--- config.mk ---
export PLATFORM = sky130hd
export DESIGN_NAME = sbk_regwin
export DESIGN_NICKNAME = d
export VERILOG_FILES = /design/src/rtl/sbk_pkg.sv /design/src/rtl/sbk_decode.sv /design/src/rtl/sbk_regbank.sv /design/src/rtl/sbk_regwin.sv
export SDC_FILE = /design/constraint.sdc
export NUM_CORES = 1
export LEC_CHECK = 0
export ABC_AREA = 1
export BUFFER_PORTS_ARGS = -buffer_cell sky130_fd_sc_hd__buf_2
export CORE_MARGIN = 8
export CORE_UTILIZATION = 54
export CTS_CLUSTER_SIZE = 14
export DETAILED_ROUTE_END_ITERATION = 12
export PLACE_DENSITY = 0.84
export RECOVER_POWER = 50
export SLEW_MARGIN = 5
export SYNTH_ARGS = -nofsm -noshare
export SYNTH_HDL_FRONTEND = slang
export SYNTH_SLANG_ARGS = --single-unit
--- constraint.sdc ---
create_clock -name clk -period 4.5 [get_ports clk]
set_clock_uncertainty 0.1 [all_clocks]
set_input_delay 0.9 -clock clk [delete_from_list [all_inputs] [get_ports clk]]
set_output_delay 0.9 -clock clk [all_outputs]
set_load 0.03 [all_outputs]
--- src/rtl/sbk_pkg.sv ---
package sbk_pkg;
  localparam int SBK_DATA_W   = 16;
  localparam int SBK_ADDR_W   = 8;
  localparam int SBK_NUM_REGS = 15;

  // Subaddress order seen by downstream serial-port logic
  typedef enum logic [3:0] {
    SA_CTL1   = 4'd0,
    SA_CTL2   = 4'd1,
    SA_RXCTL1 = 4'd2,
    SA_RXCTL2 = 4'd3,
    SA_TXCTL1 = 4'd4,
    SA_TXCTL2 = 4'd5,
    SA_RATE1  = 4'd6,
    SA_RATE2  = 4'd7,
    SA_MCH1   = 4'd8,
    SA_MCH2   = 4'd9,
    SA_RXENA  = 4'd10,
    SA_RXENB  = 4'd11,
    SA_TXENA  = 4'd12,
    SA_TXENB  = 4'd13,
    SA_PINCTL = 4'd14
  } sbk_sub_e;
endpackage

--- src/rtl/sbk_decode.sv ---
module sbk_decode #(
  parameter int ADDR_W = 8,
  parameter logic [ADDR_W-1:0] BASE = '0
) (
  input  logic [ADDR_W-1:0] addr,
  input  logic              wr,
  input  logic              rd,
  output logic              ptr_wr,
  output logic              ptr_rd,
  output logic              dat_wr,
  output logic              dat_rd
);
  localparam logic [ADDR_W-1:0] PTR_ADDR = BASE;
  localparam logic [ADDR_W-1:0] DAT_ADDR = BASE + 1'b1;

  logic hit_ptr, hit_dat;

  always_comb begin
    hit_ptr = (addr == PTR_ADDR);
    hit_dat = (addr == DAT_ADDR);
    ptr_wr  = wr && hit_ptr;
    ptr_rd  = rd && hit_ptr;
    dat_wr  = wr && hit_dat;
    dat_rd  = rd && hit_dat;
  end
endmodule

--- src/rtl/sbk_regbank.sv ---
module sbk_regbank #(
  parameter int DATA_W   = 16,
  parameter int NUM_REGS = 15
) (
  input  logic                       clk,
  input  logic                       rst,
  input  logic                       wr_en,
  input  logic [DATA_W-1:0]          sel,
  input  logic [DATA_W-1:0]          wdata,
  output logic [NUM_REGS*DATA_W-1:0] flat,
  output logic [DATA_W-1:0]          rd_val
);
  logic [DATA_W-1:0] regs [NUM_REGS];

  for (genvar k = 0; k < NUM_REGS; k++) begin : g_reg
    localparam logic [DATA_W-1:0] MY_SEL = DATA_W'(k);
    logic hit;
    assign hit = wr_en && (sel == MY_SEL);

    always_ff @(posedge clk) begin
      if (rst)      regs[k] <= '0;
      else if (hit) regs[k] <= wdata;
    end

    assign flat[k*DATA_W +: DATA_W] = regs[k];
  end

  // Selected register; out-of-range selectors fall through to zero
  always_comb begin
    rd_val = '0;
    for (int k = 0; k < NUM_REGS; k++) begin
      if (sel == DATA_W'(k)) rd_val = regs[k];
    end
  end
endmodule

--- src/rtl/sbk_regwin.sv ---
module sbk_regwin
  import sbk_pkg::*;
#(
  parameter int ADDR_W   = SBK_ADDR_W,
  parameter int DATA_W   = SBK_DATA_W,
  parameter int NUM_REGS = SBK_NUM_REGS,
  parameter logic [ADDR_W-1:0] BASE = 8'h39
) (
  input  logic                       clk,
  input  logic                       rst,
  input  logic [ADDR_W-1:0]          host_addr,
  input  logic [DATA_W-1:0]          host_wdata,
  input  logic                       host_wr,
  input  logic                       host_rd,
  output logic [DATA_W-1:0]          host_rdata,
  output logic [NUM_REGS*DATA_W-1:0] cfg_flat
);
  logic              ptr_wr, ptr_rd, dat_wr, dat_rd;
  logic [DATA_W-1:0] ptr_q;
  logic [DATA_W-1:0] sel_val;

  sbk_decode #(.ADDR_W(ADDR_W), .BASE(BASE)) u_dec (
    .addr   (host_addr),
    .wr     (host_wr),
    .rd     (host_rd),
    .ptr_wr (ptr_wr),
    .ptr_rd (ptr_rd),
    .dat_wr (dat_wr),
    .dat_rd (dat_rd)
  );

  always_ff @(posedge clk) begin
    if (rst)         ptr_q <= '0;
    else if (ptr_wr) ptr_q <= host_wdata;
  end

  sbk_regbank #(.DATA_W(DATA_W), .NUM_REGS(NUM_REGS)) u_bank (
    .clk    (clk),
    .rst    (rst),
    .wr_en  (dat_wr),
    .sel    (ptr_q),
    .wdata  (host_wdata),
    .flat   (cfg_flat),
    .rd_val (sel_val)
  );

  always_comb begin
    if (ptr_rd)      host_rdata = ptr_q;
    else if (dat_rd) host_rdata = sel_val;
    else             host_rdata = '0;
  end
endmodule

==> results of run 1 <==
cell type report:
| cell class | count | area [sq um] | area share |
|---|---|---|---|
| Sequential cell | 256 | 7530 | 0.519 |
| Timing Repair inverter | 1 | 7.51 | 0.000517 |
| Timing Repair Buffer | 344 | 1570 | 0.108 |
| Tap cell | 280 | 350 | 0.0241 |
| Antenna cell | 1 | 2.50 | 0.000172 |
| Clock inverter | 14 | 87.6 | 0.00603 |
| Clock buffer | 33 | 698 | 0.0481 |
| Inverter | 84 | 324 | 0.0223 |
| Multi-Input combinational cell | 894 | 3940 | 0.272 |
critical path: stages, from the launching register on:
cell and delay, ps:
dfxtp_1 410, inv_1 120, nand2_2 160, nor2_4 70, nand3_4 110, buf_4 230, nand3_1 100, o21ai_1 150
a21oi_1 140, o21ai_1 220, nand3_1 140, a21oi_1 240, nand4_1 180, nand2_1 140, nand2_1 90, nand2_1 90
nand2_1 50, buf_2 170
stage by stage:
| step | hold slack (ps) | worst slack [ps] | util |
|---|---|---|---|
| final | 368 | 160 | 0.663 |
| after global routing | 389 | -9.37 | 0.663 |
| after CTS | 369 | 13.3 | 0.670 |
| after detailed placement | 355 | 411 | 0.633 |
| after floorplan | 337 | 1090 | - |
| after global placement | 351 | 549 | 0.633 |
worst paths after layout:
| check | from | cells after the start | slack, ps | endpoint |
|---|---|---|---|---|
| worst min-delay path | ptr_q[15] | 2 | 370 | ptr_q[15] |
| worst max register to register | ptr_q[8] | 10 | 1410 | u_bank.regs[7][8] |
| worst min register to register | ptr_q[15] | 2 | 370 | ptr_q[15] |
| worst max-delay path | ptr_q[0] | 17 | 160 | host_rdata[8] |
cell usage in the layout, fill, tap and decap left out, types with 4 or more instances in the layout:
master and n:
a21oi_1 58, buf_2 43, buf_4 54, clkbuf_1 251
clkbuf_16 27, clkinv_1 8, clkinv_2 7, dfxtp_1 13
edfxtp_1 240, inv_1 72, inv_2 7, nand2_1 262
nand3_1 62, nand3_2 4, nand4_1 19, nor2_1 366
nor2_2 12, nor2_4 8, nor3_1 10, o211ai_1 4
o211ai_2 4, o21ai_0 31, o21ai_1 19, or2_2 12
where the power goes:
group	internal [W]	switching (W)	leakage [nW]	total, W
registers	0.00267	0.0000624	2.61	0.00273
logic	0.0000723	0.000362	3.00	0.000434
clock network	0.00115	0.000907	0.391	0.00205
synthesized netlist by cell type (3+ instances only):
cell type	number	area share
edfxtp_1	240	0.60
buf_4	5	0.0031
nor2_4	4	0.0037
o211ai_1	4	0.0025
o21ai_1	7	0.0029
nor2_1	374	0.12
nand3b_1	3	0.0019
or2_2	12	0.0062
buf_2	18	0.0075
clkbuf_1	49	0.015
nand3_2	5	0.0041
nand2_1	265	0.082
o21ai_0	44	0.018
inv_1	74	0.023
nor2_2	7	0.0036
inv_2	8	0.0025
or2_0	3	0.0016
a21oi_1	58	0.024
nand4_1	19	0.0098
o211ai_2	4	0.0041
nand3_1	62	0.026
nor3_1	10	0.0041
dfxtp_1	16	0.027
routing by layer:
metal  wire length [um]  share of wire  vias to the layer above
met5                  0              0                        -
met4               2040          0.046                        0
met3               6390           0.15                      140
met2              20000           0.45                      973
met1              15500           0.35                     5203
li1                   -              -                     4908
sequential cells by signal, indices dropped and copies added (netlist names):
| name | flops |
|---|---|
| u_bank.regs | 240 |
| ptr_q | 16 |
kinds of logic after synthesis:
logic type,count (synthesis)
AND/OR/NAND/NOR,772
flip-flops,256
buffers and inverters,159
AO/OA/AOI/OAI,121
what timing repair did:
| item | in CTS | in global routing |
|---|---|---|
| endpoints found under the setup margin | 9 | 15 |
| hold buffers | 0 | 0 |
| pin swaps | 1 | 6 |
| buffers inserted | 2 | 10 |
| resized for setup | 4 | 23 |
| gates cloned | 0 | 2 |
==> metrics.txt, run 1 <==
outcome=finished clean; EDFF count, synth=240; synthesized-area fraction occupied by adder cells=0; Synth cell types=35; CTS Buffer Depth=3; Max-Slew Margin vs Limit=0.236; DR iter-0 viols=around 1900; Pins Over Slew Limit=0; clk sinks=about 260; CP Capture Type=output port; Row Count=54; H-Tree Depth=1; met2 Usage GRT=0.479; Via density=5.89; area of the core=21900 sq um; IO Pins=284; ys async rst share=0; number of global-route vias before repair=around 11000; Netlist Area Pre-Place=about 12000 sq um; drt first pass iters=6; Ys Warns=0; sequential-to-total area share from yosys stat=0.624; first-pass GRT wire length=63000 um; min Tclk post-route=approximately 4300 ps; max_cap viols=0; peak supply drop=a little under 300 uV; Initial Util=0.551; Pwr Total=0.00522 W; Min-Delay Path Class=flop to flop; Synth Area in XOR/XNOR=0; worst-path fanout max=14; top_reg_cell synth=edfxtp_1; Remaining DRCs=0; GRT met3 Usage=0.0597; Area Growth Syn to Fin=20.3%; worst skew pair latency=about 520 ps; Tot GR Track Use=0.307; Routed wire per std cell=23.0 um; GRT Residual Overflow=0; largest family of logic cells by synthesized area=simple AND/OR/NAND/NOR gates; die area=27400 sq um; Setup violations, final=0; Cell Count, Final, Fillers Out=approximately 1900; mux contribution to synthesized area=0; Post-Synth Simple-Gate Area=0.266; largest net degree at the start of global routing=33; cells after synthesis=between 1000 and 1500; Compound-Gate Fraction of Synth Area=0.0548; layout cell share with drive strength beyond 1=0.122; Crit Path Class=flop to output port; initial antenna violation count=0; Startpoint Class=flop; Root Buffer=clkbuf_16; post-route cell area=14500 sq um; Clock transition at path regs=approximately 60 ps; CTS tree=done; synthesized area per cell=9.23 sq um; met1 Usage GRT=0.413; PD cells=between 300 and 400 nW/um^2; CP arrival=about 3300 ps; vias=~11000; Die Y=approximately 170 um; synthesis-stage register bit count=~260; buffers added on ports=283; final wirelength=43900 um; # fillers=approximately 1900; RePlAce Congestion=just under 1; measured slew at the worst slew-check pin=1150 ps; Tcrit/Tclk final=0.964; final setup TNS=0 ps; Worst EP required=about 3500 ps; Fmax=0.230 GHz; # nets final=~1600; cts bufs inserted=26; post-route ant nets=0; busiest grt layer=met2; Final Hold Violating Endpoints=0; area post-placement=13800 sq um; post-synth net total=about 1300; leakage=6.00 nW; chip width=approximately 170 um; placed wire-length estimate=31200 um; # placed instances=around 1800
No activity file was read; power rests on OpenSTA's default activity.
==> run 2: changes to the inputs <==
--- a/config.mk
+++ b/config.mk
@@ -7,7 +7,8 @@
 export LEC_CHECK = 0
 export ABC_AREA = 1
 export BUFFER_PORTS_ARGS = -buffer_cell sky130_fd_sc_hd__buf_2
-export CORE_MARGIN = 8
+export CORE_ASPECT_RATIO = 0.9
+export CORE_MARGIN = 2
 export CORE_UTILIZATION = 54
 export CTS_CLUSTER_SIZE = 14
 export DETAILED_ROUTE_END_ITERATION = 12
==> run 2 against run 1 <==
The run now ends with setup timing left. Worst hold slack improved by 5.0 ps. Sequential cell count did not move. Clock-buffer cell count fell by 2. Clock power rose by 17%. Worst setup slack got worse by 160 ps. Sequential share of layout area fell by 0.36 points. Global-route usage rose by 4.3 points. Critical path depth rose by 2. Design area rose by 0.68%.
==> metrics.txt, run 2 (synthesized netlist as in run 1, its figures left out) <==
commonest cells after routing, fill and taps aside=nor2_1 (370), nand2_1 (262), clkbuf_1 (242); Row Count=51 (-5.6%); final wirelength=43000 um (-2.0%); crit-path leading delay family=simple AND/OR/NAND/NOR gates; H-Tree Depth=1 (unchanged); RePlAce Congestion=0.969 (+0.78%); outcome=finished with violations; cell repeated most along the worst path=nand2_1; FF-to-FF Start=ptr_q[4]; # nets final=1627 (-0.49%); r2r worst-path depth=10 (unchanged); Max stage delay cell, worst path=dfxtp_1; area of the core=21800 sq um (-0.60%); hold_buf cts=0 (unchanged); CP Capture Type=output port; reg2reg end=u_bank.regs[3][28]; die area=23600 sq um (-14%); Tcrit/Tclk final=1.00 (+0.0358); Max-Slew Margin vs Limit=0.262 (+0.0259); Crit Path Class=flop to output port; max_cap viols=0 (unchanged); area post-placement=13700 sq um (-0.77%); hold_sp=ptr_q[14]; clk sinks=256 (unchanged); violated checks=setup timing; number of flip-flops in the largest register=240 (unchanged); Root Buffer=clkbuf_16; CTS Buffer Depth=3 (unchanged); Final WS setup=-0.706 ps (-161 ps); commonest non-fill, non-tap cell in the layout=nor2_1; Startpoint Class=flop; Pwr Total=0.00557 W (+6.6%); DR iter-0 viols=1859 (-1.1%); first-pass GRT wire length=61900 um (-1.7%); utilization after layout=0.672 (+0.00855); Top Registers=u_bank.regs x240, ptr_q x16; CP arrival=3500 ps (+160 ps); largest net degree at the start of global routing=33 (unchanged); vias=11400 (+1.2%); hold endpoint=ptr_q[14]; Tot GR Track Use=0.350 (+0.0429); initial antenna violation count=0 (unchanged); Area Growth Syn to Fin=21.1%; number of global-route vias before repair=10400 (-1.8%); drt first pass iters=8 (+2); buffers added on ports=283 (unchanged); placed wire-length estimate=29500 um (-5.5%); PD cells=381 nW/um^2 (+5.9%); IO Pins=284 (unchanged); Buf/Inv on CP=3 (unchanged); chip width=162 um (-2.4%); min Tclk post-route=4500 ps (+161 ps); leakage=6.05 nW (+0.87%); worst skew pair latency=550 ps (+30 ps); Die Y=146 um (-12%); final setup TNS=-0.706 ps (-0.706 ps); Fmax=0.222 GHz (-3.6%); crit path from=ptr_q[4]; peak supply drop=327 uV (+13%); Via density=5.94 (+0.98%); GRT Residual Overflow=0 (unchanged); Worst R2R Setup Slack=1580 ps (+170 ps); Remaining DRCs=0 (unchanged); Crit path largest cell delay=340 ps (-70 ps); Worst EP required=3500 ps (about the same); post-route ant nets=0 (unchanged); n_diodes=0 (-1); cts bufs inserted=28 (+7.7%); Hold Worst Slack=373 ps (+5.00 ps); layout cell share with drive strength beyond 1=0.122 (-0.000241); Top reg by flops=u_bank.regs; Setup violations, final=1 (+1); CTS tree=done; post-route cell area=14600 sq um (+0.68%); Initial Util=0.555 (+0.00333); Min-Delay Path Class=flop to flop; Clock transition at path regs=60 ps (about the same); measured slew at the worst slew-check pin=1110 ps (-38.8 ps); worst-path fanout max=8 (-6); Pins Over Slew Limit=0 (unchanged); hold path depth=2 (unchanged); WP depth=19 (+2); crit-path cells=nor2_2 > nand3_2 > nor2_4 > inv_2 > nor2_4 > buf_4 > nand2_1 > nand3_1 > o211ai_2 > nand3_1 > o211ai_1 > nand4_1 > nand2_1 > nand2_1 > nand2_1 > nand3_1 > nand2_1 > nand2_1 > buf_2; Routed wire per std cell=22.5 um (-2.2%); Final Hold Violating Endpoints=0 (unchanged)
## run 2: cell type report
type / instances / area [sq um]
Sequential cell: 256 / 7530
Fill cell: 1820 / 7150
Multi-Input combinational cell: 895 / 3940
Timing Repair Buffer: 334 / 1510
Clock buffer: 31 / 712
Tap cell: 291 / 364
Inverter: 84 / 322
Clock inverter: 21 / 240
## run 2: routing by layer
metal | track usage | vias up | share of wire
li1 | - | 4896 | -
met1 | 0.505 | 5314 | 0.36
met2 | 0.520 | 1034 | 0.43
met3 | 0.0812 | 120 | 0.16
met4 | 0.129 | 0 | 0.044
met5 | 0 | - | 0
## run 2: worst max-delay path by stage
stage	endpoint
after floorplan	u_bank.regs[4][16]
after global placement	host_rdata[6]
after detailed placement	host_rdata[6]
after CTS	host_rdata[5]
after global routing	host_rdata[9]
final	host_rdata[7]
## run 2: timing repair
action	in CTS	in global routing
setup buffers	4	14
cloned	1	1
pin swaps	1	8
gates resized for setup	2	17
endpoints found under the setup margin	12	13
## run 2: stage by stage
stage | std cells | worst slack, ps
after floorplan | 1308 | 1090
after global placement | 1840 | 549
final | 1912 | -0.706
after detailed placement | 1840 | 439
after CTS | 1897 | 16.8
after global routing | 1912 | -71.4
## run 2: report_power, final
group / internal, W / switching (W) / total, W
combinational: 0.0000726 / 0.000360 / 0.000433
sequential: 0.00267 / 0.0000641 / 0.00274
clock: 0.00143 / 0.000970 / 0.00240
## run 2: worst reg2reg max path, cell delays in order (launching register included)
cell and delay, ps:
dfxtp_1 340, nor2_2 220, nand3_2 160, nor2_2 180, buf_4 140, inv_1 60, nor2_2 100, buf_4 240
clkinv_1 270, o21ai_1 480, buf_4 320
